===== src/rtl/lbist_pkg.sv =====
package lbist_pkg;

    typedef enum logic [1:0] {
        ST_IDLE = 2'd0,
        ST_RUN  = 2'd1,
        ST_CMP  = 2'd2,
        ST_DONE = 2'd3
    } seq_state_e;

    typedef enum logic {
        CMP_ONES  = 1'b0,
        CMP_EDGES = 1'b1
    } cmp_mode_e;

    typedef struct packed {
        logic load;   // run begins: reseed, clear counts
        logic step;   // one pattern applied this cycle
        logic first;  // this is the first pattern of the run
    } seq_ctl_t;

    // number of bits needed to hold the value n
    function automatic int unsigned bits_for(input int unsigned n);
        int unsigned b;
        b = 1;
        for (int i = 1; i < 32; i++) begin
            if ((n >> i) != 0) b = i + 1;
        end
        return b;
    endfunction

endpackage


===== src/rtl/lbist_seq.sv =====
module lbist_seq
    import lbist_pkg::*;
#(
    parameter int N_PAT = 7
) (
    input  logic       clk,
    input  logic       rst,
    input  logic       start,
    input  logic       mode_i,
    output seq_state_e state_o,
    output cmp_mode_e  mode_o,
    output seq_ctl_t   ctl_o
);
    localparam int unsigned IDX_W = bits_for(N_PAT);
    localparam logic [IDX_W-1:0] LAST_IDX = IDX_W'(N_PAT - 1);

    seq_state_e       state_q;
    cmp_mode_e        mode_q;
    logic [IDX_W-1:0] idx_q;

    always_ff @(posedge clk) begin
        if (rst) begin
            state_q <= ST_IDLE;
            mode_q  <= CMP_ONES;
            idx_q   <= '0;
        end else begin
            unique case (state_q)
                ST_IDLE: begin
                    if (start) begin
                        state_q <= ST_RUN;
                        mode_q  <= cmp_mode_e'(mode_i);
                        idx_q   <= '0;
                    end
                end
                ST_RUN: begin
                    if (idx_q == LAST_IDX) state_q <= ST_CMP;
                    else                   idx_q   <= idx_q + 1'b1;
                end
                ST_CMP:  state_q <= ST_DONE;
                ST_DONE: state_q <= ST_IDLE;
                default: state_q <= ST_IDLE;
            endcase
        end
    end

    always_comb begin
        ctl_o.load  = (state_q == ST_IDLE) && start;
        ctl_o.step  = (state_q == ST_RUN);
        ctl_o.first = (idx_q == '0);
    end

    assign state_o = state_q;
    assign mode_o  = mode_q;

endmodule


===== src/rtl/lbist_prpg.sv =====
module lbist_prpg #(
    parameter int              W     = 3,
    parameter logic [W-1:0]    TAPS  = 3'b101,
    parameter logic [W-1:0]    SEED  = 3'b001
) (
    input  logic         clk,
    input  logic         rst,
    input  logic         load,
    input  logic         step,
    output logic [W-1:0] pat_o
);
    logic [W-1:0] q;
    logic [W-1:0] nxt;
    logic         fb;

    always_comb begin
        fb  = ^(q & TAPS);
        nxt = {q[W-2:0], fb};
    end

    always_ff @(posedge clk) begin
        if (rst || load) q <= SEED;
        else if (step)   q <= nxt;
    end

    assign pat_o = q;

endmodule


===== src/rtl/lbist_compactor.sv =====
module lbist_compactor
    import lbist_pkg::*;
#(
    parameter int CNT_W = 3
) (
    input  logic             clk,
    input  logic             rst,
    input  seq_ctl_t         ctl,
    input  cmp_mode_e        mode,
    input  logic             bit_i,
    output logic [CNT_W-1:0] sig_o
);
    logic [CNT_W-1:0] sig_q;
    logic             prev_q;
    logic             inc;

    always_comb begin
        unique case (mode)
            CMP_ONES:  inc = bit_i;
            CMP_EDGES: inc = !ctl.first && (bit_i != prev_q);
            default:   inc = 1'b0;
        endcase
    end

    always_ff @(posedge clk) begin
        if (rst || ctl.load) begin
            sig_q  <= '0;
            prev_q <= 1'b0;
        end else if (ctl.step) begin
            sig_q  <= sig_q + CNT_W'(inc);
            prev_q <= bit_i;
        end
    end

    assign sig_o = sig_q;

endmodule


===== src/rtl/lbist_top.sv =====
module lbist_top
    import lbist_pkg::*;
#(
    parameter int               CUT_W      = 3,
    parameter logic [CUT_W-1:0] TAPS       = 3'b101,
    parameter logic [CUT_W-1:0] SEED       = 3'b001,
    parameter int               N_PAT      = (1 << CUT_W) - 1,
    parameter int               GOLD_ONES  = 1,
    parameter int               GOLD_EDGES = 2
) (
    input  logic             clk,
    input  logic             rst,
    input  logic             start,
    input  logic             mode,
    input  logic [CUT_W-1:0] func_in,
    input  logic             cut_out,
    output logic [CUT_W-1:0] cut_in,
    output logic             test_sel,
    output logic             done,
    output logic             status
);
    localparam int unsigned CNT_W = bits_for(N_PAT);

    // golden signature store, indexed by compaction mode
    localparam logic [CNT_W-1:0] GOLD_TBL [2] = '{CNT_W'(GOLD_ONES), CNT_W'(GOLD_EDGES)};

    seq_state_e       state;
    cmp_mode_e        mode_q;
    seq_ctl_t         ctl;
    logic [CUT_W-1:0] pat;
    logic [CNT_W-1:0] sig_val;
    logic [CNT_W-1:0] gold_val;
    logic             status_q;
    logic             run_phase;

    lbist_seq #(.N_PAT(N_PAT)) u_seq (
        .clk     (clk),
        .rst     (rst),
        .start   (start),
        .mode_i  (mode),
        .state_o (state),
        .mode_o  (mode_q),
        .ctl_o   (ctl)
    );

    lbist_prpg #(.W(CUT_W), .TAPS(TAPS), .SEED(SEED)) u_prpg (
        .clk   (clk),
        .rst   (rst),
        .load  (ctl.load),
        .step  (ctl.step),
        .pat_o (pat)
    );

    lbist_compactor #(.CNT_W(CNT_W)) u_cmp (
        .clk   (clk),
        .rst   (rst),
        .ctl   (ctl),
        .mode  (mode_q),
        .bit_i (cut_out),
        .sig_o (sig_val)
    );

    assign gold_val = GOLD_TBL[mode_q];

    always_ff @(posedge clk) begin
        if (rst || ctl.load)     status_q <= 1'b0;
        else if (state == ST_CMP) status_q <= (sig_val != gold_val);
    end

    assign run_phase = (state == ST_RUN);
    assign test_sel  = (state != ST_IDLE);
    assign cut_in    = test_sel ? pat : func_in;
    assign done      = (state == ST_DONE);
    assign status    = status_q;

endmodule


===== config.mk =====
export PLATFORM = sky130hd
export DESIGN_NAME = lbist_top
export DESIGN_NICKNAME = d
export VERILOG_FILES = /design/src/rtl/lbist_pkg.sv /design/src/rtl/lbist_seq.sv /design/src/rtl/lbist_prpg.sv /design/src/rtl/lbist_compactor.sv /design/src/rtl/lbist_top.sv
export SDC_FILE = /design/constraint.sdc
export NUM_CORES = 1
export LEC_CHECK = 0
export BUFFER_PORTS_ARGS = -buffer_cell sky130_fd_sc_hd__clkbuf_2
export CAP_MARGIN = 40
export CORE_ASPECT_RATIO = 1.25
export CORE_MARGIN = 5
export CORE_UTILIZATION = 48
export CTS_CLUSTER_SIZE = 24
export DETAILED_ROUTE_END_ITERATION = 10
export PLACE_DENSITY_LB_ADDON = 0.08
export SYNTH_ARGS = -nofsm -noshare
export SYNTH_HDL_FRONTEND = slang
export SYNTH_SLANG_ARGS = --single-unit

===== constraint.sdc =====
create_clock -name clk -period 1.65 [get_ports clk]
set_input_delay 0.33 -clock clk [delete_from_list [all_inputs] [get_ports clk]]
set_output_delay 0.33 -clock clk [all_outputs]
set_load 0.01 [all_outputs]

Yosys cells after proc, flatten, opt, wreduce, memory -nomap -nowiden
Cells that the tools add are included.
{ "totals": {"wordCells": 44, "inputBits": 8, "out_inout_bits": 6, "ff_bits": 14} }
{ "classes": {"n_addsub": 2, "bitwise_logic": 2, "eq_ne": 9, "magnitude_cmp": 1, "n_reduce_logical": 12, "muxes": 11} }
{ "op_table": {"columns": ["cell", "count"], "rows": [
  ["$mux W3", 5],
  ["$pmux W2 S4", 1],
  ["$mux W2", 3],
  ["$pmux W3 S2", 1],
  ["$eq A2 B2 Y1 const B", 2],
  ["$ne A2 B2 Y1 const B", 2],
  ["$reduce_and A2 Y1", 2],
  ["$reduce_bool A2 Y1", 2],
  ["$add A3 B1 Y3", 1],
  ["$add A3 B1 Y3 const B", 1],
  ["$eq A3 B3 Y1 const B", 1],
  ["$logic_not A3 Y1", 1],
  ["$ne A3 B3 Y1", 1],
  ["$reduce_and A3 Y1", 1],
  ["$reduce_xor A3 Y1", 1],
  ["$eq A2 B1 Y1 const B", 1],
  ["$ge A2 B2 Y1 const B", 1],
  ["$logic_and A1 B1 Y1", 2],
  ["$logic_not A2 Y1", 1],
  ["$ne A2 B1 Y1 const B", 1],
  ["$not A1 Y2", 1],
  ["$pmux W1 S2", 1],
  ["$logic_not A1 Y1", 1],
  ["$logic_or A1 B1 Y1", 1],
  ["other kinds (2)", 2]
]} }

Longest topological paths before layout
{ "depth": {"ltp_word": 5, "depth_mapped": 10, "mapped_depth_nobuf": 10} }

By module
Synthesis repeated with hierarchy kept, for this count alone.
{ "hier_totals": {"cells_unflattened": 90, "hier_area_um2": 863.3} }
{ "modules_own_cells": {"columns": ["mod", "seq_area_each_um2", "n_inst", "area_each_um2", "cells_per_inst"], "rows": [
  ["lbist_seq", 120.1, 1, 409.1, 44],
  ["lbist_compactor", 80.1, 1, 212.7, 20],
  ["lbist_top", 20.0, 1, 130.1, 15],
  ["lbist_prpg", 60.1, 1, 111.4, 11]
]} }

Worst setup path after synthesis
Ideal clock, no wire load.
{ "synth_timing": {"path_kind": "register to register", "startpoint": "register u_seq.idx_q[0]", "endpoint": "register u_cmp.sig_q[1], in the netlist u_cmp.sig_o[1]", "stages_incl_launch_ff": 10, "t_arrival_ns": 1.489, "synth_period_minus_slack_ns": 1.604, "setup_time_ns": 0.115, "slack_ns": 0.046, "t_required_ns": 1.535, "cell_sequence": "dfxtp_1 inv_1 ha_1 nor2b_1 o21ai_0 a21o_1 ha_1 ha_1 mux2i_1 nor2_1"} }
{ "synth_between": {"elab_chain_len": 5} }
{ "synth_lines": {"columns": ["element", "line_no", "text"], "rows": [
  ["start: declaration", "lbist_seq.sv:19", "logic [IDX_W-1:0] idx_q;"],
  ["start signal: assignment", "lbist_seq.sv:37", "else idx_q <= idx_q + 1'b1;"],
  ["$logic_not A3 Y1", "lbist_seq.sv:49", "ctl_o.first = (idx_q == '0);"],
  ["$logic_not A1 Y1", "lbist_compactor.sv:20", "CMP_EDGES: inc = !ctl.first && (bit_i != prev_q);"],
  ["$logic_and A1 B1 Y1", "lbist_compactor.sv:20", null],
  ["$pmux W1 S2", "lbist_compactor.sv:18", "unique case (mode)"],
  ["$add A3 B1 Y3", "lbist_compactor.sv:30", "sig_q <= sig_q + CNT_W'(inc);"],
  ["end signal: assignment", "lbist_compactor.sv:30", null],
  ["end: declaration", "lbist_compactor.sv:13", "logic [CNT_W-1:0] sig_q;"]
]} }
Every way passes these cells.
A chain may end at the register's enable or synchronous reset.

Final worst setup path
{ "layout_timing": {"startpoint": "register u_seq.idx_q[0]", "endpoint": "register u_cmp.sig_q[2], in the netlist u_cmp.sig_o[2]"} }
The elaborated chain is that of the path after synthesis.

==> run_results.csv <==
group,metric,value,unit
cells_and_area,most-common-layout-cells,"clkbuf_2, dfxtp_1, mux2i_1, nor2_1, buf_4",
placement,port_buffers,13,
detailed_routing,drc,0,
clock_tree,root_buffer,"clkbuf_4",
critical_path,endpoint_kind,"flip-flop",
sta,tightestPinTransition,0.2493,ns
grt,grt_pass1_wl,2684,µm
clock_tree,tritoncts,"built",
detailed_routing,vias,651,
sta,slew_violations,0,
grt,grt-ovfl-total,0,
detailed_routing,wl_met1,718,µm
detailed_routing,wl_per_cell,12.99,µm
clock_tree,clkLatencyLatePin,0.27,ns
yosys,synth_ff_type,"dfxtp_1",
sta,setup_viol,0,
clock_tree,numCtsBuffers,3,
clock_tree,htreeDepth,1,
detailed_routing,viasPerCell,5.208,
yosys,ys_seq_area_frac,0.3500,
grt,grt_antenna_before_repair,0,
cells_and_area,final_util,0.6574,
critical_path,crit_required,1.81,ns
detailed_routing,wirelength,1624,µm
placement,detailed_place_hpwl,1155,µm
critical_path,slowest_stage,"dfxtp_2",
yosys,synthDominantCellAreaShare,0.3500,
critical_path,worstReg2RegEnd,"u_cmp.sig_o[2]$_SDFFE_PP0P_",
clock_tree,clk_pin_slew,0.08,ns
yosys,synthTopCellsByArea,"dfxtp_1, ha_1, mux2i_1",
sta,skew,0.006055,ns
critical_path,reg2reg_depth,10,
yosys,syn-num-nets,104,
cells_and_area,drive_above_1_share,0.3832,
grt,grt_pass1_vias,663,
critical_path,critPathMaxStageDelay,0.33,ns
worst_hold_path,min_from,"mode",
critical_path,ff2ff_setup_slack,0.02,ns
detailed_routing,ant_nets,0,
sta,maxSlewHeadroom,0.8291,
detailed_routing,routed-wl-met2,809,µm
yosys,synthArstFlopShare,0,
die,die_height,55.67,µm
cells_and_area,final_area,1040,µm²
critical_path,critPathMaxFanout,2,
critical_path,criticalPathCategory,"reg2reg",
yosys,synth_top_area_cell,"dfxtp_1",
worst_hold_path,hp-class,"in2reg",
critical_path,cp_data_arrival_time,1.80,ns
critical_path,rr_startpoint,"u_seq.idx_q[0]$_SDFFE_PP0P_",
cells_and_area,areaGrowthSynthToFinish,29.84,%
detailed_routing,dr.pass1.iters,4,
clock_tree,hold_buffers,0,
yosys,ys_seq_elements,14,
yosys,synth_area,800.8,µm²
yosys,synth_warnings,0,
detailed_routing,route.met3.wl,66,µm
worst_hold_path,hold_depth,3,
die,die-area,2590,µm²
worst_hold_path,holdPathEnd,"u_seq.mode_o$_SDFFE_PP0P_",
grt,grt_max_degree,12,
sta,fin_crit_sh,0.9883,
yosys,synth_cell_types,29,
grt,track_usage,0.1391,
yosys,synth_edf_count,0,
die,initial_utilization,0.5063,
placement,placed_area,914.6,µm²
cells_and_area,final_nets,126,
placement,place.gp.congestion,0.7750,
power,power_leakage,0.4604,nW
detailed_routing,top_layer_used,"met4",
status,status,"completed",
cells_and_area,antenna_cells,0,
yosys,syn_area_per_cell,9.204,µm²
sta,clock.fmax,0.6132,GHz
critical_path,cp_cell_sequence,"inv_2 > ha_4 > nor2b_4 > o21ai_1 > a21o_1 > ha_2 > ha_4 > nand2_1 > xor2_1 > nor2_1",
detailed_routing,drtIter0Drc,4,
clock_tree,clk_path_buf_depth,2,
critical_path,cpMostUsedCell,"ha_4",
sta,finalHoldViolCount,0,
yosys,synthCells,87,
die,num_rows,16,
power,p_per_area,1559,nW/µm²
die,core,1582,µm²
sta,finalCriticalPeriod,1.631,ns
die,io_pins,14,
sta,fin_tns_setup,0,ns
die,die_w,46.53,µm
flow_run,drv_cap,0,
critical_path,crit_path_start_kind,"flip-flop",
clock_tree,cts.sinks,14,
sta,rsz0062_at_grt,"true",
sta,hold-worst-slack,0.3018,ns
power,ir_drop,0.0008529,V
-- sequential cells by signal, indices dropped and copies added, names as in the netlist --
signal         cells
status             1
u_cmp.prev_q       1
u_cmp.sig_o        3
u_seq.mode_o       1
u_seq.state_o      2
u_seq.idx_q        3
u_prpg.pat_o       3
-- area by class of cell --
class                           instances  area [µm²]
Inverter                                6       22.52
Fill cell                             134       541.8
Clock buffer                            3       22.52
Tap cell                               18       22.52
Timing Repair Buffer                   21       143.9
Multi-Input combinational cell         63       543.0
Sequential cell                        14       285.3
-- worst max-delay path, delay by kind of cell, from the launching register on --
| kind | cells | cell delay (ns) |
|---|---|---|
| buffers and inverters | 1 | 0.07 |
| XOR/XNOR | 1 | 0.15 |
| AO/OA/AOI/OAI | 2 | 0.27 |
| adder cells (fa/ha/maj) | 3 | 0.45 |
| AND/OR/NAND/NOR | 3 | 0.26 |
| flip-flops | 1 | 0.33 |
-- through the flow --
step / setup slack, ns / cells / total power (W)
after global routing: -0.08590 / 125 / 0.001749
final: 0.01927 / 125 / 0.001621
after global placement: 0.02141 / 120 / 0.001211
after CTS: 0.01017 / 124 / 0.001502
after floorplan: 0.04563 / 87 / 0.0009888
after detailed placement: -0.01814 / 120 / 0.001216
-- how the worst max path moves through the flow --
stage	end	start	cells past startpoint	slack, ns
finish	u_cmp.sig_o[2]$_SDFFE_PP0P_	u_seq.idx_q[0]$_SDFFE_PP0P_	10	0.02
global placement	u_cmp.sig_o[2]$_SDFFE_PP0P_	u_seq.idx_q[0]$_SDFFE_PP0P_	10	0.02
detailed placement	u_cmp.sig_o[1]$_SDFFE_PP0P_	u_seq.idx_q[0]$_SDFFE_PP0P_	9	-0.02
global route	u_cmp.sig_o[1]$_SDFFE_PP0P_	u_seq.idx_q[0]$_SDFFE_PP0P_	9	-0.09
CTS	u_cmp.sig_o[1]$_SDFFE_PP0P_	u_seq.idx_q[0]$_SDFFE_PP0P_	9	0.01
floorplan	u_cmp.sig_o[1]$_SDFFE_PP0P_	u_seq.idx_q[0]$_SDFFE_PP0P_	9	0.05
-- where the power goes --
group | internal [W] | switching [W]
clock network | 0.0000844 | 0.000104
logic | 0.000527 | 0.000457
registers | 0.000408 | 0.0000416
total | 0.00102 | 0.000602
-- timing repair --
| action | 4_1_cts | 5_1_grt |
|---|---|---|
| gates cloned | 0 | 0 |
| pin swaps | 2 | 6 |
| buffers inserted | 1 | 1 |
| resized for setup | 9 | 18 |
| endpoints found under the setup margin | 5 | 7 |
-- logic make-up (layout without fill, tap and decap cells) --
kind of cell               Yosys count  after routing  synth area share
AOI/OAI and AO/OA                   13             13            0.1078
xor gates and xnor gates             2              2           0.02188
adders and majority gates            9              9            0.1406
buffers and inverters               10             30           0.05155
DFF                                 14             14            0.3500
muxes                               11             11            0.1422
and+or+nand+nor                     28             28            0.1859
-- synth_stat cells, types with 2 or more instances --
library cell	instances
nor2b_1	2
buf_2	3
nand2_1	5
nand2b_1	4
o21a_1	2
ha_1	9
inv_1	6
nor2_1	8
nand3b_1	3
dfxtp_1	14
mux2i_1	8
mux2_2	3
a21oi_1	4
-- routing by layer --
metal | vias up | track usage
li1 | 337 | -
met1 | 297 | 0.1631
met2 | 13 | 0.2244
met3 | 4 | 0.02913
met4 | 0 | 0.07317
met5 | - | 0
Note: power is estimated with default switching activity, not from simulation.
